$ cat src/rtl/burst_seq_pkg.sv
package burst_seq_pkg;
    typedef enum logic [1:0] {
        LEN2    = 2'd0,
        LEN4    = 2'd1,
        LEN8    = 2'd2,
        LEN_ROW = 2'd3
    } blen_e;

    typedef enum logic [1:0] {
        ST_IDLE = 2'd0,
        ST_RUN  = 2'd1,
        ST_FIN  = 2'd2,
        ST_REJ  = 2'd3
    } seq_state_e;
endpackage

$ cat src/rtl/burst_col_next.sv
module burst_col_next
    import burst_seq_pkg::*;
#(
    parameter int COL_W = 11
) (
    input  logic [COL_W-1:0] base_i,
    input  logic [COL_W-1:0] idx_i,
    input  blen_e            len_i,
    input  logic             ilv_i,
    output logic [COL_W-1:0] mask_o,
    output logic [COL_W-1:0] col_o
);
    localparam logic [COL_W-1:0] ONE = COL_W'(1);

    logic [COL_W-1:0] sum;
    logic [COL_W-1:0] low;

    always_comb begin
        unique case (len_i)
            LEN2:    mask_o = ONE;
            LEN4:    mask_o = COL_W'(3);
            LEN8:    mask_o = COL_W'(7);
            LEN_ROW: mask_o = '1;
        endcase
    end

    assign sum   = base_i + idx_i;
    assign low   = ilv_i ? (base_i ^ idx_i) : sum;
    assign col_o = (base_i & ~mask_o) | (low & mask_o);
endmodule

$ cat src/rtl/burst_seq_fsm.sv
module burst_seq_fsm
    import burst_seq_pkg::*;
(
    input  logic clk,
    input  logic rst_n,
    input  logic start_i,
    input  logic bad_i,
    input  logic last_i,
    output logic load_o,
    output logic adv_o,
    output logic busy_o,
    output logic vld_o,
    output logic done_o,
    output logic err_o
);
    seq_state_e state_q, state_d;

    always_ff @(posedge clk) begin
        if (!rst_n) state_q <= ST_IDLE;
        else        state_q <= state_d;
    end

    always_comb begin
        state_d = state_q;
        unique case (state_q)
            ST_RUN: if (last_i) state_d = ST_FIN;
            ST_IDLE, ST_FIN, ST_REJ: begin
                if (start_i) state_d = bad_i ? ST_REJ : ST_RUN;
                else         state_d = ST_IDLE;
            end
        endcase
    end

    always_comb begin
        load_o = 1'b0;
        adv_o  = 1'b0;
        busy_o = 1'b0;
        vld_o  = 1'b0;
        done_o = 1'b0;
        err_o  = 1'b0;
        unique case (state_q)
            ST_IDLE: load_o = start_i && !bad_i;
            ST_RUN: begin
                busy_o = 1'b1;
                vld_o  = 1'b1;
                adv_o  = !last_i;
            end
            ST_FIN: begin
                done_o = 1'b1;
                load_o = start_i && !bad_i;
            end
            ST_REJ: begin
                err_o  = 1'b1;
                load_o = start_i && !bad_i;
            end
        endcase
    end

    AST_DONE_AFTER_RUN: assert property (@(posedge clk) disable iff (!rst_n)
        done_o |-> $past(state_q == ST_RUN));
endmodule

$ cat src/rtl/burst_col_seq.sv
module burst_col_seq
    import burst_seq_pkg::*;
#(
    parameter int COL_W = 11
) (
    input  logic             clk,
    input  logic             rst_n,
    input  logic             start_i,
    input  logic [COL_W-1:0] start_col_i,
    input  logic [1:0]       len_code_i,
    input  logic             ilv_i,
    input  logic             term_i,
    output logic [COL_W-1:0] col_o,
    output logic             col_vld_o,
    output logic             busy_o,
    output logic             done_o,
    output logic             err_o
);
    logic [COL_W-1:0] start_r;
    logic [COL_W-1:0] cnt_r;
    blen_e            len_r;
    logic             ilv_r;
    logic [COL_W-1:0] mask;
    logic [COL_W-1:0] raw_col;
    logic             bad, last, load, adv;

    assign bad  = ilv_i && (len_code_i == 2'd3);
    assign last = (len_r == LEN_ROW) ? term_i : (cnt_r == mask);

    burst_seq_fsm u_fsm (
        .clk     (clk),
        .rst_n   (rst_n),
        .start_i (start_i),
        .bad_i   (bad),
        .last_i  (last),
        .load_o  (load),
        .adv_o   (adv),
        .busy_o  (busy_o),
        .vld_o   (col_vld_o),
        .done_o  (done_o),
        .err_o   (err_o)
    );

    always_ff @(posedge clk) begin
        if (!rst_n) begin
            start_r <= '0;
            cnt_r   <= '0;
            len_r   <= LEN2;
            ilv_r   <= 1'b0;
        end else if (load) begin
            start_r <= start_col_i;
            cnt_r   <= '0;
            len_r   <= blen_e'(len_code_i);
            ilv_r   <= ilv_i;
        end else if (adv) begin
            cnt_r   <= cnt_r + COL_W'(1);
        end
    end

    burst_col_next #(.COL_W(COL_W)) u_next (
        .base_i (start_r),
        .idx_i  (cnt_r),
        .len_i  (len_r),
        .ilv_i  (ilv_r),
        .mask_o (mask),
        .col_o  (raw_col)
    );

    assign col_o = col_vld_o ? raw_col : '0;

    AST_FIRST_BEAT: assert property (@(posedge clk) disable iff (!rst_n)
        load |=> (col_o == $past(start_col_i)));
    AST_IN_BLOCK: assert property (@(posedge clk) disable iff (!rst_n)
        (col_vld_o && len_r != LEN_ROW) |-> (((col_o ^ start_r) & ~mask) == '0));
    AST_BEAT_BOUND: assert property (@(posedge clk) disable iff (!rst_n)
        (col_vld_o && len_r != LEN_ROW) |-> (cnt_r <= mask));
    AST_REJECT: assert property (@(posedge clk) disable iff (!rst_n)
        (!busy_o && start_i && bad) |=> (err_o && !col_vld_o));
    AST_START_IGNORED: assert property (@(posedge clk) disable iff (!rst_n)
        (busy_o && start_i) |=> $stable(start_r));
endmodule

$ cat config.mk
export PLATFORM = sky130hd
export DESIGN_NAME = burst_col_seq
export DESIGN_NICKNAME = d
export VERILOG_FILES = /design/src/rtl/burst_seq_pkg.sv /design/src/rtl/burst_col_next.sv /design/src/rtl/burst_seq_fsm.sv /design/src/rtl/burst_col_seq.sv
export SDC_FILE = /design/constraint.sdc
export NUM_CORES = 1
export LEC_CHECK = 0
export BUFFER_PORTS_ARGS = -buffer_cell sky130_fd_sc_hd__clkbuf_2
export CAP_MARGIN = 0
export CORE_MARGIN = 1
export CORE_UTILIZATION = 50
export CTS_CLUSTER_DIAMETER = 30
export DETAILED_ROUTE_END_ITERATION = 8
export PLACE_DENSITY = 0.74
export SLEW_MARGIN = 20
export SYNTH_ARGS = -nofsm -noshare
export SYNTH_HDL_FRONTEND = slang
export SYNTH_SLANG_ARGS = --single-unit
export TNS_END_PERCENT = 30
$ cat constraint.sdc
create_clock -name clk -period 4.2 [get_ports clk]
set_input_delay 0.63 -clock clk [delete_from_list [all_inputs] [get_ports clk]]
set_output_delay 0.63 -clock clk [all_outputs]
set_load 0.01 [all_outputs]
==> summary.md <==
| Metric | Value |
|---|---|
| Overall die area | `0.00381 mm²` |
| Maximum ir drop on the vdd rail | `0.133 mV` |
| Most area-consuming cells after synthesis | `sky130_fd_sc_hd__dfxtp_1, sky130_fd_sc_hd__ha_1, sky130_fd_sc_hd__nand2_1` |
| Remaining routing DRC violations | `0` |
| Worst setup slack for register-to-register paths | `2.24 ns` |
| Clock slew at the register clock pins of the worst setup and hold paths | `0.15 ns` |
| Required time at the endpoint of the critical path | `3.57 ns` |
| Element type at the critical path end | `output port` |
| Layout cells sized above 1 | `19.0%` |
| Area growth from synthesis to final layout | `11.9%` |
| Global-route wire length before repair | `6530 µm` |
| GRT Overall Usage | `23.3%` |
| Fin Hold WS | `0.497 ns` |
| Power per cell area | `249 mW/mm²` |
| Clock sink total | `27` |
| Result of the run | `finished, final reports clean` |
| Total stage count of the critical path | `9` |
| Crit path largest cell delay | `0.41 ns` |
| Sequential cell area fraction in the yosys report | `30.3%` |
| Top-level port count | `33` |
| Reg-to-reg endpoint | `cnt_r[4]` |
| Maximum number of pins on one net before global-route repair | `18` |
| Post-DR wirelength/cell | `13.4 µm` |
| Ys flop type | `sky130_fd_sc_hd__dfxtp_1` |
| Worst clock skew | `0.00691 ns` |
| End-of-flow core utilization | `58.9%` |
| Placeable core region | `0.00339 mm²` |
| Vias in the first global route | `1493` |
| Critical path, cell by cell | `ha_1 -> fa_1 -> a21oi_1 -> o21bai_1 -> o2111ai_1 -> and4_1 -> o21ai_0 -> o31ai_1 -> clkbuf_2` |
| Final hold violations | `0` |
| Final cycle utilization of the critical path | `74.0%` |
| Rows | `21` |
| Final Slew Violations | `0` |
| Die extent in x | `61.7 µm` |
| # Max-Cap Violations | `0` |
| Detail Placement HPWL | `2980 µm` |
| Min-delay worst type | `flop to flop` |
| Slew headroom | `59.9%` |
| H-tree depth | `1` |
| Final critical path time including I/O delays and setup | `3.11 ns` |
| Antenna violations before repair | `0` |
| Critical Path Slowest Stage Cell | `sky130_fd_sc_hd__dfxtp_1` |
| Combined buffer and inverter count along the critical path | `1` |
| Standby leakage power | `0.824 nW` |
| Clock buffer count from CTS | `3` |
| Number of diodes | `0` |
| Count of endpoints failing setup in the final report | `0` |
| Hold_sp | `start_r[10]` |
| Arrival time of the worst setup path | `2.48 ns` |
| Post-cts gate resize count | `0` |
| Net count of the mapped netlist | `254` |
| Number of port buffers | `32` |
| CTS tree | `built` |
| Share of Yosys cell area claimed by the top area cell type | `30.3%` |
| Quantity of hold-fixing buffers added after cts | `0` |
| Initial DRC count | `92` |
| Fmax | `322 MHz` |
| Avg Synthesized Cell Area | `7.97 µm²` |
| Remaining global-route overflow | `0` |
| Instance count along the most critical hold path | `2` |
| Leading cell type by number of instances after synthesis | `sky130_fd_sc_hd__nand2_1` |
| Number of synthesized register bits | `27` |
| Clock root cell | `sky130_fd_sc_hd__clkbuf_4` |
| Synth warnings | `0` |
| Number of setup buffers added after CTS | `0` |
| Gate count of the mapped netlist | `224` |
| Least-Margin Pin Slew | `0.597 ns` |
| Average vias per placed instance | `5.59` |
| Initial core utilization | `52.6%` |
| Total standard cell area after synthesis | `0.00178 mm²` |
| Worst Path Max Fanout | `7` |
| Share of flip-flops with an asynchronous set or reset | `0%` |
| Post-detailed-route count of antenna-violating nets | `0` |
| Netlist cell types | `42` |
| Clk Latency, worst-skew pair | `0.32 ns` |
| Largest delay contributor family on the critical path | `compound AO/OA/AOI/OAI gates` |
| RD Place Congestion | `0.832` |
| Beginning of the worst register-to-register path | `len_r[1]` |
| Setup TNS | `0 ns` |
| First-pass iteration count of the detailed router | `4` |
| # nets final | `283` |
| Launching element type of the critical path | `flop` |
| Unrepaired setup endpoints after global routing | `false` |
| Commonest cells in the synthesized netlist | `sky130_fd_sc_hd__nand2_1, sky130_fd_sc_hd__dfxtp_1, sky130_fd_sc_hd__nor2_1` |
| Capture endpoint of the worst hold path | `start_r[10]` |
| Length in cells of the worst reg-to-reg path | `6` |
| Crit path kind | `flop to output port` |
| Maximum buffer depth of the clock tree | `2` |
| Library cell with the largest summed area after synthesis | `sky130_fd_sc_hd__dfxtp_1` |
| Count of flip-flops with a built-in enable after synthesis | `0` |
| Detailed-route via count | `1665` |
| Die Y | `61.7 µm` |
| Sum of routed wire length over all layers | `4000 µm` |
## worst min-delay path, stage by stage (launching register included)
cell and delay [ns]:
sky130_fd_sc_hd__dfxtp_1 0.35, sky130_fd_sc_hd__nand2_1 0.05, sky130_fd_sc_hd__a21boi_0 0.06
## worst max path at each step
| stage | end | startpoint | slack [ns] |
|---|---|---|---|
| 2_1_floorplan | col_o[10] | cnt_r[4] | 1.71 |
| 3_3_place_gp | col_o[10] | cnt_r[0] | 1.53 |
| 3_5_place_dp | col_o[10] | cnt_r[0] | 1.49 |
| 4_1_cts | col_o[10] | cnt_r[0] | 1.10 |
| 5_1_grt | col_o[10] | cnt_r[5] | 0.92 |
| 6_report | col_o[10] | cnt_r[0] | 1.09 |
## report_power, final
group / internal [mW] / switching, mW
Combinational: 0.0418 / 0.0591
Sequential: 0.269 / 0.0162
Clock: 0.0357 / 0.0754
## per-layer routing
layer | GRT usage [%] | share of wire [%] | up-vias
li1 | - | - | 860
met1 | 31.9 | 48 | 747
met2 | 39.3 | 45 | 53
met3 | 1.86 | 5.6 | 5
met4 | 6.98 | 1.0 | 0
met5 | 0 | 0 | -
## cells in the final DEF, fill, tap and decap left out, types with 3 or more instances in the layout
cell type                  instances
sky130_fd_sc_hd__nand4_1           5
sky130_fd_sc_hd__or3_1             3
sky130_fd_sc_hd__a21boi_0         13
sky130_fd_sc_hd__nor3_1            6
sky130_fd_sc_hd__a21oi_1          12
sky130_fd_sc_hd__nand2_1          35
sky130_fd_sc_hd__clkbuf_4          3
sky130_fd_sc_hd__nor2b_1           3
sky130_fd_sc_hd__nor2_1           23
sky130_fd_sc_hd__inv_1             4
sky130_fd_sc_hd__nand3_1          10
sky130_fd_sc_hd__clkbuf_2         32
sky130_fd_sc_hd__o21ai_0           7
sky130_fd_sc_hd__ha_1             11
sky130_fd_sc_hd__and2_1            3
sky130_fd_sc_hd__o21bai_1          3
sky130_fd_sc_hd__xor2_1            7
sky130_fd_sc_hd__xnor2_1           8
sky130_fd_sc_hd__dfxtp_1          27
sky130_fd_sc_hd__a211oi_1          4
sky130_fd_sc_hd__o221a_2           3
## flip-flops by register name, indices dropped and copies added (netlist names)
signal / flops
cnt_r: 11
start_r: 11
len_r: 2
u_fsm.state_q: 2
ilv_r: 1
## cell type report
cell class	instances	area [µm²]
clock buffer	3	22.5
clock inverter	1	5.00
fill	307	1390
inverter	5	18.8
multi-input combinational	183	1180
sequential	27	541
tap	46	57.6
timing repair buffer	33	168
## metrics by stage
stage / total power [mW] / cells / cell area [µm²] / setup WS (ns)
finish: 0.497 / 298 / 2000 / 1.09
global route: 0.524 / 298 / 2000 / 0.923
CTS: 0.502 / 298 / 2000 / 1.10
detailed placement: 0.391 / 294 / 1970 / 1.49
global placement: 0.389 / 294 / 1970 / 1.53
floorplan: 0.358 / 224 / 1780 / 1.71
## cell families after synthesis
group	after synthesis	share of synthesized area, %
flops	27	30.3
buf+inv	14	3.37
compound gates	56	22.2
simple gates	99	27.4
mux	1	0.561
fa+ha+maj	12	8.84
xor+xnor	15	7.36
No activity file was read; power rests on OpenSTA's default activity.
